`config.mk`:
```
export PLATFORM = sky130hd
export DESIGN_NAME = spi_echo_slave
export DESIGN_NICKNAME = d
export VERILOG_FILES = /design/src/rtl/spi_echo_pkg.sv /design/src/rtl/spi_echo_sync.sv /design/src/rtl/spi_echo_shifter.sv /design/src/rtl/spi_echo_sequencer.sv /design/src/rtl/spi_echo_slave.sv
export SDC_FILE = /design/constraint.sdc
export NUM_CORES = 1
export LEC_CHECK = 0
export ABC_AREA = 1
export ABC_CLOCK_PERIOD_IN_PS = 6400
export BUFFER_PORTS_ARGS = -buffer_cell sky130_fd_sc_hd__buf_4
export CAP_MARGIN = 20
export CORE_MARGIN = 2
export CORE_UTILIZATION = 35
export DETAILED_ROUTE_END_ITERATION = 8
export MAX_ROUTING_LAYER = met4
export PLACE_DENSITY = 0.6
export REMOVE_ABC_BUFFERS = 1
export SLEW_MARGIN = 20
export SYNTH_ARGS = -nofsm -noshare
export SYNTH_HDL_FRONTEND = slang
export SYNTH_SLANG_ARGS = --single-unit
```
`constraint.sdc`:
```
create_clock -name clk -period 6.4 [get_ports clk]
set_clock_uncertainty 0.2 [all_clocks]
set_input_delay 0.96 -clock clk [delete_from_list [all_inputs] [get_ports clk]]
set_output_delay 0.96 -clock clk [all_outputs]
set_load 0.01 [all_outputs]
```
`src/rtl/spi_echo_pkg.sv`:
```
package spi_echo_pkg;
  localparam int BYTE_W      = 8;
  localparam logic [7:0] DEL_CODE    = 8'h7F;
  localparam logic [7:0] SWEEP_FIRST = 8'h20;
  localparam logic [7:0] SWEEP_LAST  = 8'h7E;
  localparam int SWEEP_LEN  = int'(SWEEP_LAST) - int'(SWEEP_FIRST) + 1;
  localparam int TAIL_LEN   = 4;
  localparam int MSG_LEN    = SWEEP_LEN + TAIL_LEN;
  localparam int IDX_W      = $clog2(MSG_LEN);
  localparam logic [IDX_W-1:0] LAST_IDX = IDX_W'(MSG_LEN - 1);

  typedef enum logic [1:0] {SEQ_ECHO, SEQ_ARMED, SEQ_MSG} seq_mode_t;

  function automatic logic [7:0] msg_byte(input logic [IDX_W-1:0] idx);
    logic [7:0] r;
    if (int'(idx) < SWEEP_LEN) r = SWEEP_FIRST + 8'(idx);
    else begin
      case (int'(idx) - SWEEP_LEN)
        0:       r = 8'h0D;
        1:       r = 8'h0A;
        2:       r = 8'h07;
        default: r = 8'hFF;
      endcase
    end
    return r;
  endfunction
endpackage

```
`src/rtl/spi_echo_sync.sv`:
```
module spi_echo_sync #(
  parameter int W = 3,
  parameter int STAGES = 2,
  parameter logic [W-1:0] RST_VAL = '0
) (
  input  logic         clk,
  input  logic         rst_n,
  input  logic [W-1:0] d,
  output logic [W-1:0] q
);
  logic [W-1:0] stg [STAGES];

  always_ff @(posedge clk or negedge rst_n) begin
    if (!rst_n) begin
      for (int i = 0; i < STAGES; i++) stg[i] <= RST_VAL;
    end else begin
      stg[0] <= d;
      for (int i = 1; i < STAGES; i++) stg[i] <= stg[i-1];
    end
  end

  assign q = stg[STAGES-1];
endmodule

```
`src/rtl/spi_echo_shifter.sv`:
```
module spi_echo_shifter
  import spi_echo_pkg::*;
(
  input  logic              clk,
  input  logic              rst_n,
  input  logic              sck_s,
  input  logic              mosi_s,
  input  logic              ssn_s,
  input  logic [BYTE_W-1:0] reply,
  output logic              miso,
  output logic              done,
  output logic [BYTE_W-1:0] byte_out
);
  localparam int CNT_W = $clog2(BYTE_W);

  logic              sck_prev;
  logic              sck_rise, sck_fall;
  logic [CNT_W-1:0]  bit_cnt;
  logic [BYTE_W-1:0] rx_sh, tx_sh;

  assign sck_rise = sck_s & ~sck_prev & ~ssn_s;
  assign sck_fall = ~sck_s & sck_prev & ~ssn_s;

  always_ff @(posedge clk or negedge rst_n) begin
    if (!rst_n) begin
      sck_prev <= 1'b0;
      bit_cnt  <= '0;
      rx_sh    <= '0;
      tx_sh    <= '0;
      done     <= 1'b0;
      byte_out <= '0;
    end else begin
      sck_prev <= sck_s;
      done     <= 1'b0;
      if (ssn_s) begin
        bit_cnt <= '0;
        tx_sh   <= reply;
      end else begin
        if (sck_rise) begin
          rx_sh   <= {rx_sh[BYTE_W-2:0], mosi_s};
          bit_cnt <= bit_cnt + 1'b1;
          if (bit_cnt == CNT_W'(BYTE_W - 1)) begin
            done     <= 1'b1;
            byte_out <= {rx_sh[BYTE_W-2:0], mosi_s};
          end
        end
        if (sck_fall) tx_sh <= {tx_sh[BYTE_W-2:0], 1'b0};
      end
    end
  end

  assign miso = tx_sh[BYTE_W-1];

  AST_TX_HOLD_SELECTED: assert property (@(posedge clk) disable iff (!rst_n)
    (!ssn_s && !sck_fall) |=> $stable(tx_sh));
  AST_PARTIAL_DROPPED: assert property (@(posedge clk) disable iff (!rst_n)
    ssn_s |=> (bit_cnt == '0) && !done);
  AST_STROBE_SINGLE: assert property (@(posedge clk) disable iff (!rst_n)
    done |=> !done);
endmodule

```
`src/rtl/spi_echo_sequencer.sv`:
```
module spi_echo_sequencer
  import spi_echo_pkg::*;
(
  input  logic              clk,
  input  logic              rst_n,
  input  logic              done,
  input  logic [BYTE_W-1:0] rx_byte,
  output logic [BYTE_W-1:0] reply
);
  seq_mode_t        mode;
  logic [IDX_W-1:0] idx;

  always_ff @(posedge clk or negedge rst_n) begin
    if (!rst_n) begin
      mode  <= SEQ_ECHO;
      idx   <= '0;
      reply <= '0;
    end else if (done) begin
      case (mode)
        SEQ_ECHO: begin
          reply <= rx_byte;
          if (rx_byte == DEL_CODE) mode <= SEQ_ARMED;
        end
        SEQ_ARMED: begin
          idx   <= '0;
          reply <= msg_byte('0);
          mode  <= SEQ_MSG;
        end
        default: begin
          if (idx == LAST_IDX) begin
            reply <= '0;
            mode  <= SEQ_ECHO;
          end else begin
            idx   <= idx + 1'b1;
            reply <= msg_byte(idx + 1'b1);
          end
        end
      endcase
    end
  end

  AST_ECHO_LATCH: assert property (@(posedge clk) disable iff (!rst_n)
    (done && mode == SEQ_ECHO) |=> reply == $past(rx_byte));
  AST_STREAM_STEP: assert property (@(posedge clk) disable iff (!rst_n)
    (done && mode == SEQ_MSG && idx != LAST_IDX) |=> idx == $past(idx) + 1'b1);
  AST_STREAM_END: assert property (@(posedge clk) disable iff (!rst_n)
    (done && mode == SEQ_MSG && idx == LAST_IDX) |=> (mode == SEQ_ECHO && reply == '0));
  AST_IDLE_HOLD: assert property (@(posedge clk) disable iff (!rst_n)
    !done |=> $stable(reply));
endmodule

```
`src/rtl/spi_echo_slave.sv`:
```
module spi_echo_slave
  import spi_echo_pkg::*;
#(
  parameter int SYNC_STAGES = 2
) (
  input  logic              clk,
  input  logic              rst_n,
  input  logic              spi_sck,
  input  logic              spi_mosi,
  input  logic              spi_ssn,
  output logic              spi_miso,
  output logic              rx_valid,
  output logic [BYTE_W-1:0] rx_data
);
  logic [2:0]        pins_s;
  logic [BYTE_W-1:0] reply;
  logic              done;
  logic [BYTE_W-1:0] rx_byte;

  spi_echo_sync #(.W(3), .STAGES(SYNC_STAGES), .RST_VAL(3'b100)) u_sync (
    .clk(clk), .rst_n(rst_n),
    .d({spi_ssn, spi_mosi, spi_sck}), .q(pins_s)
  );

  spi_echo_shifter u_shift (
    .clk(clk), .rst_n(rst_n),
    .sck_s(pins_s[0]), .mosi_s(pins_s[1]), .ssn_s(pins_s[2]),
    .reply(reply), .miso(spi_miso), .done(done), .byte_out(rx_byte)
  );

  spi_echo_sequencer u_seq (
    .clk(clk), .rst_n(rst_n),
    .done(done), .rx_byte(rx_byte), .reply(reply)
  );

  assign rx_valid = done;
  assign rx_data  = rx_byte;

  AST_RESET_QUIET: assert property (@(posedge clk)
    !rst_n |=> (!rx_valid && !spi_miso));
endmodule

```
**Yosys cells after proc, flatten, opt, wreduce, memory -nomap -nowiden**

Index checks and enable logic that the tools add are counted.

- Flip-flop bits (word level): 51
- Output and inout bits: 10
- Input port bits: 5
- Logic and storage cells: 57

- Multiplexer cells: 16
- Reductions and logical operators: 9
- $add $sub $neg: 4
- Bitwise gates (word level): 8
- $lt $le $gt $ge: 1
- Eq/ne operators: 8

Operators by type and width:

| kind | number |
|---|---|
| 32-bit by 1-bit == test with 1-bit output (second input constant) | 1 |
| 32-bit by 2-bit == test with 1-bit output (second input constant) | 1 |
| 32-bit zero test | 1 |
| 8-bit 2-to-1 mux | 4 |
| 8-bit one-hot mux with 3 select lines | 1 |
| 8-bit one-hot mux with 2 select lines | 1 |
| 7-bit one-hot mux with 2 select lines | 1 |
| 3-bit AND reduction | 3 |
| 6-bit by 7-bit adder with 8-bit output (first input constant) | 1 |
| 8-bit by 7-bit == test with 1-bit output (second input constant) | 1 |
| 7-bit by 7-bit subtractor with 8-bit output (second input constant) | 1 |
| 7-bit by 1-bit adder with 7-bit output (second input constant) | 1 |
| 7-bit == test (second input constant) | 1 |
| 7-bit less-than comparator (second input constant) | 1 |
| 7-bit 2-to-1 mux | 1 |
| 3-bit 2-to-1 mux | 2 |
| 1-bit bitwise AND | 4 |
| 2-bit 2-to-1 mux | 2 |
| 1-bit inverter | 4 |
| 2-bit one-hot mux with 2 select lines | 1 |
| 2-bit nonzero test | 2 |
| 3-bit by 1-bit adder with 3-bit output (second input constant) | 1 |
| 3-bit == test (second input constant) | 1 |
| 1-bit 2-to-1 mux | 3 |
| 6 further kinds | 6 |

**Depth between registers and ports, before layout**

- Word-level depth: 7
- Gate-level depth with buffers: 15

**Cells and area by module**

From an unflattened synthesis, not the netlist that was laid out.

- Cell total of the unflattened synthesis: 329
- Area, all modules: 2681.3 sq um

By module, submodules not included:

| module | instances | cells each | area an instance (sq um) | seq. area each (sq um) |
|---|---|---|---|---|
| spi_echo_sequencer | 1 | 175 | 1263.7 | 425.4 |
| spi_echo_shifter | 1 | 145 | 1242.4 | 700.7 |
| spi_echo_sync | 1 | 9 | 175.2 | 152.6 |

**Worst setup path after synthesis**

Ideal clock, no wire load.

- Path type: register -> register
- From: register u_seq.idx[0]
- To: register u_seq.reply[0]
- Setup time: 0.122 ns
- Stages on the path, launching flop included: 15
- Clock period less this slack: 2.225 ns
- Required time: 6.078 ns
- Slack: 4.175 ns
- Arrival time: 1.904 ns
- Path through: dfrtp_1 -> buf_2 -> inv_1 -> ha_1 -> inv_1 -> nor2_1 -> nand3_1 -> nor2_2 -> nand2_1 -> nand2_2 -> nand3_4 -> nor2_4 -> nand4_2 -> nand2_1 -> a21oi_2

- Longest elaborated chain between the ends: 7
- Elaborated cells on any way between the ends: 12
- Those cells by class: add/sub (3); order compare (1); eq/ne (3); mux (4); reduce/logical (1)

RTL lines:

| item | line | RTL |
|---|---|---|
| start, declared | spi_echo_sequencer.sv:11 | `logic [IDX_W-1:0] idx;` |
| start signal, assigned | spi_echo_sequencer.sv:34 | `idx <= idx + 1'b1;` |
| 7-bit by 1-bit adder with 7-bit output | spi_echo_sequencer.sv:35 | `reply <= msg_byte(idx + 1'b1);` |
| 7-bit by 7-bit subtractor with 8-bit output | spi_echo_pkg.sv:18 | `case (int'(idx) - SWEEP_LEN)` |
| 32-bit by 2-bit == test with 1-bit output (tied with other cells) | spi_echo_pkg.sv:18 |  |
| 8-bit one-hot mux with 3 select lines | spi_echo_pkg.sv:18 |  |
| 8-bit 2-to-1 mux | spi_echo_pkg.sv:16 | `if (int'(idx) < SWEEP_LEN) r = SWEEP_FIRST + 8'(idx);` |
| 8-bit 2-to-1 mux (*) | spi_echo_sequencer.sv:30 | `if (idx == LAST_IDX) begin` |
| 8-bit one-hot mux with 2 select lines (*) | spi_echo_sequencer.sv:19 | `case (mode)` |
| end signal, assigned | spi_echo_sequencer.sv:21 | `reply <= rx_byte;` |
| end signal, assigned | spi_echo_sequencer.sv:26 | `reply <= msg_byte('0);` |
| end signal, assigned | spi_echo_sequencer.sv:35 |  |
| end, declared | spi_echo_sequencer.sv:8 | `output logic [BYTE_W-1:0] reply` |

Mark *: on every way between the ends. The rest lies on a longest branch, timed or not.
A chain may end at the register's enable or synchronous reset.

**Worst setup path in the final report**

- From: register u_seq.idx[0]
- To: register u_seq.reply[1]

The elaborated chain is that of the path after synthesis.

==> results_dict.tcl <==
set metrics [dict create \
    multi_input_area_um2 1160 \
    layout_common_cells "nand2_1 (69), dfrtp_1 (49), inv_1 (40)" \
    grt-ovfl-total 0 \
    syn_area_per_cell_um2 8.46 \
    power_frac_comb 0.055 \
    power.switching_mw 0.147 \
    vias_per_cell 4.69 \
    antenna_found_initial 0 \
    seq_area_frac_synth 0.483 \
    insertedDiodeCount 0 \
    synth_top_area_share 0.463 \
    wl_per_cell_um 11.9 \
    ant_nets 0 \
    clk_path_buf_depth 2 \
    worstPathMaxFanout 10 \
    worst_pin_slew_ps 643 \
    period_minus_slack_ps 2500 \
    final_common_cell "nand2_1" \
    ir_worst_vdd_v 0.000104 \
    regArea_um2 1280 \
    syn_inst 313 \
    synthToLayoutAreaGrowth_pct 11.2 \
    worst-endpoint-arrival_ps 2500 \
    final_cells 427 \
    rsz0062_at_grt "false" \
    hold_viol 0 \
    drive_above_1_share 0.183 \
    status "finished clean" \
    min_path_type "reg2reg" \
    die_h_um 91.0 \
    grt_util_all_layers 0.138 \
    dpl_cell_area_um2 2850 \
    drc_errors 0 \
    fmax_mhz 400 \
    power.internal_mw 0.429 \
    root_buffer "clkbuf_8" \
    clockPowerShare 0.347 \
    clkTransAtPathRegs_ps 100 \
    utilization 0.404 \
    cpMostUsedCell "inv_1" \
    cts_tree "yes" \
    grt_pass1_vias 1960 \
    firstDrtPassIters 4 \
    max_stage_delay_ps 510 \
    end_kind "register" \
    path_cells "inv_1, ha_1, inv_1, nor2_1, nand3_1, nand3_1, nand3_4, nor2_4, nand2_1, inv_1, nand4_1, o21ai_1, a21oi_1" \
    highest_layer "met4" \
    cts_buffers 5 \
    start_util 0.363 \
    vias 2003 \
    nets 341 \
    drtIter0Drc 103 \
    met1_length_um 2550 \
    drt_wl_total_um 5090 \
    fillers 761 \
    min_period_over_period 0.391 \
    dieArea_um2 8280 \
    ios 15 \
    grt_pass1_wl_um 9120 \
    dr_wl_met3_um 95 \
    p_seq_frac 0.598 \
    slowest_stage "dfrtp_1" \
    rows 31 \
    synth-seq-cells 51 \
    numPortBuffers 14 \
    wl_met2_um 2330 \
    synth_warnings 0 \
    finalSetupTns_ps 0 \
    synth_top_cell_by_area "dfrtp_1" \
    cap_violations 0 \
    core_um2 7290 \
    place_inst 419 \
    synthesis.area_um2 2650 \
    slew_viol_final 0 \
    htree_num_levels 2 \
    hpwl_um 3790 \
    finalSetupViolCount 0 \
    crit_required_ps 6400 \
    synthDistinctLibCells 32 \
    p_leak_nw 1.39 \
    synth.area.top_cells "dfrtp_1 (46%), nand2_1 (9.8%), inv_1 (5.7%), o21ai_0 (5.1%), ha_1 (4.3%)" \
    dieWidth_um 91.0 \
    cts-resized-gates 0 \
    hold_buffers 0 \
    numClockSinks 51 \
    gp_congestion 0.853 \
    critical_path_class "reg2reg" \
    final_cell_area_um2 2950 \
    slew_headroom 0.571 \
    switching_share 0.256 \
    worst_setup_path_start_kind "register" \
    power_density_nw_per_um2 196 \
    total_power_mw 0.576 \
    grt_max_degree 52 \
    cts_setup_buffers 0 \
    clk-insertion-delay-late_ps 320 \
]
power groups by stage:
stage | combinational [mW] | sequential, mW | clock (mW)
after floorplan | 0.0178 | 0.350 | 0
after global placement | 0.0315 | 0.351 | 0
after detailed placement | 0.0324 | 0.351 | 0
after CTS | 0.0325 | 0.345 | 0.208
after global routing | 0.0378 | 0.347 | 0.222
final | 0.0315 | 0.345 | 0.200
cell type report:
cell class,count,area share
Clock buffer,5,0.0234
Clock inverter,3,0.00977
Inverter,47,0.0616
Multi-Input combinational cell,208,0.394
Sequential cell,51,0.434
Tap cell,99,0.0420
Timing Repair Buffer,14,0.0357
synth_stat cells:
| cell | number |
|---|---|
| o211ai_1 | 4 |
| clkinv_1 | 1 |
| dfstp_2 | 2 |
| dfrtp_1 | 49 |
| nor4b_1 | 1 |
| a211oi_1 | 1 |
| nor2_2 | 4 |
| o31ai_4 | 1 |
| nand2_2 | 12 |
| nand2_1 | 69 |
| nand4_1 | 7 |
| ha_1 | 9 |
| a21oi_1 | 16 |
| buf_2 | 2 |
| nand4_2 | 1 |
| inv_4 | 2 |
| nand3_4 | 2 |
| inv_1 | 40 |
| nand3_1 | 18 |
| nand2_4 | 1 |
| o21bai_1 | 1 |
| clkbuf_1 | 5 |
| nor2_4 | 4 |
| a21oi_2 | 2 |
| nor2_1 | 16 |
| inv_2 | 4 |
| o21ai_0 | 27 |
| nand3_2 | 3 |
| a31oi_1 | 1 |
| o22ai_1 | 5 |
| nor3_1 | 2 |
| o21ai_1 | 1 |
cells by family (layout without fill, tap and decap cells):
| logic type | count (synthesis) | in the layout | share of synthesized area |
|---|---|---|---|
| adders and majority gates | 9 | 9 | 0.0425 |
| and+or+nand+nor | 140 | 140 | 0.266 |
| AOI/OAI and AO/OA | 59 | 59 | 0.129 |
| buffers and inverters | 54 | 69 | 0.0794 |
| DFF | 51 | 51 | 0.483 |
registers in the layout, summed over array words and instances (netlist names):
| register | count |
|---|---|
| u_shift.tx_sh | 8 |
| u_shift.done | 1 |
| u_seq.mode | 2 |
| u_shift.rx_sh | 7 |
| u_shift.sck_prev | 1 |
| u_shift.bit_cnt | 3 |
| u_seq.idx | 7 |
| u_sync.q | 3 |
| u_seq.reply | 8 |
| u_sync.stg | 3 |
| u_shift.byte_out | 8 |
per-stage QoR:
| step | worst slack, ps | hold slack [ps] |
|---|---|---|
| global route | 3640 | 167 |
| finish | 3900 | 157 |
| detailed placement | 3930 | 137 |
| floorplan | 4190 | 131 |
| global placement | 3970 | 132 |
| CTS | 3900 | 159 |
final timing paths:
path	start	depth (start not counted)	to	slack [ps]
setup / recovery	u_seq.idx[0]	13	u_seq.reply[1]	3900
hold / removal	u_sync.stg[3]	0	u_sync.q[0]	160
setup reg to reg	u_seq.idx[0]	13	u_seq.reply[1]	3900
hold reg to reg	u_sync.stg[3]	0	u_sync.q[0]	160
max in group asynchronous	rst_n	1	u_shift.tx_sh[2]	5100
min in group asynchronous	rst_n	1	u_seq.idx[6]	450
per-layer routing:
layer,global-route usage,vias up
li1,-,1043
met3,0.0224,10
met4,0.0480,0
met5,-,-
met2,0.206,19
met1,0.191,931
worst max-delay path: cells and delay by family (launching register included):
family                   cells  cell delay (ps)
AO/OA/AOI/OAI                2              280
AND/OR/NAND/NOR              7              800
buffers and inverters        3              260
flip-flops                   1              510
adder cells (fa/ha/maj)      1              320
Note: power is estimated with default switching activity, not from simulation.
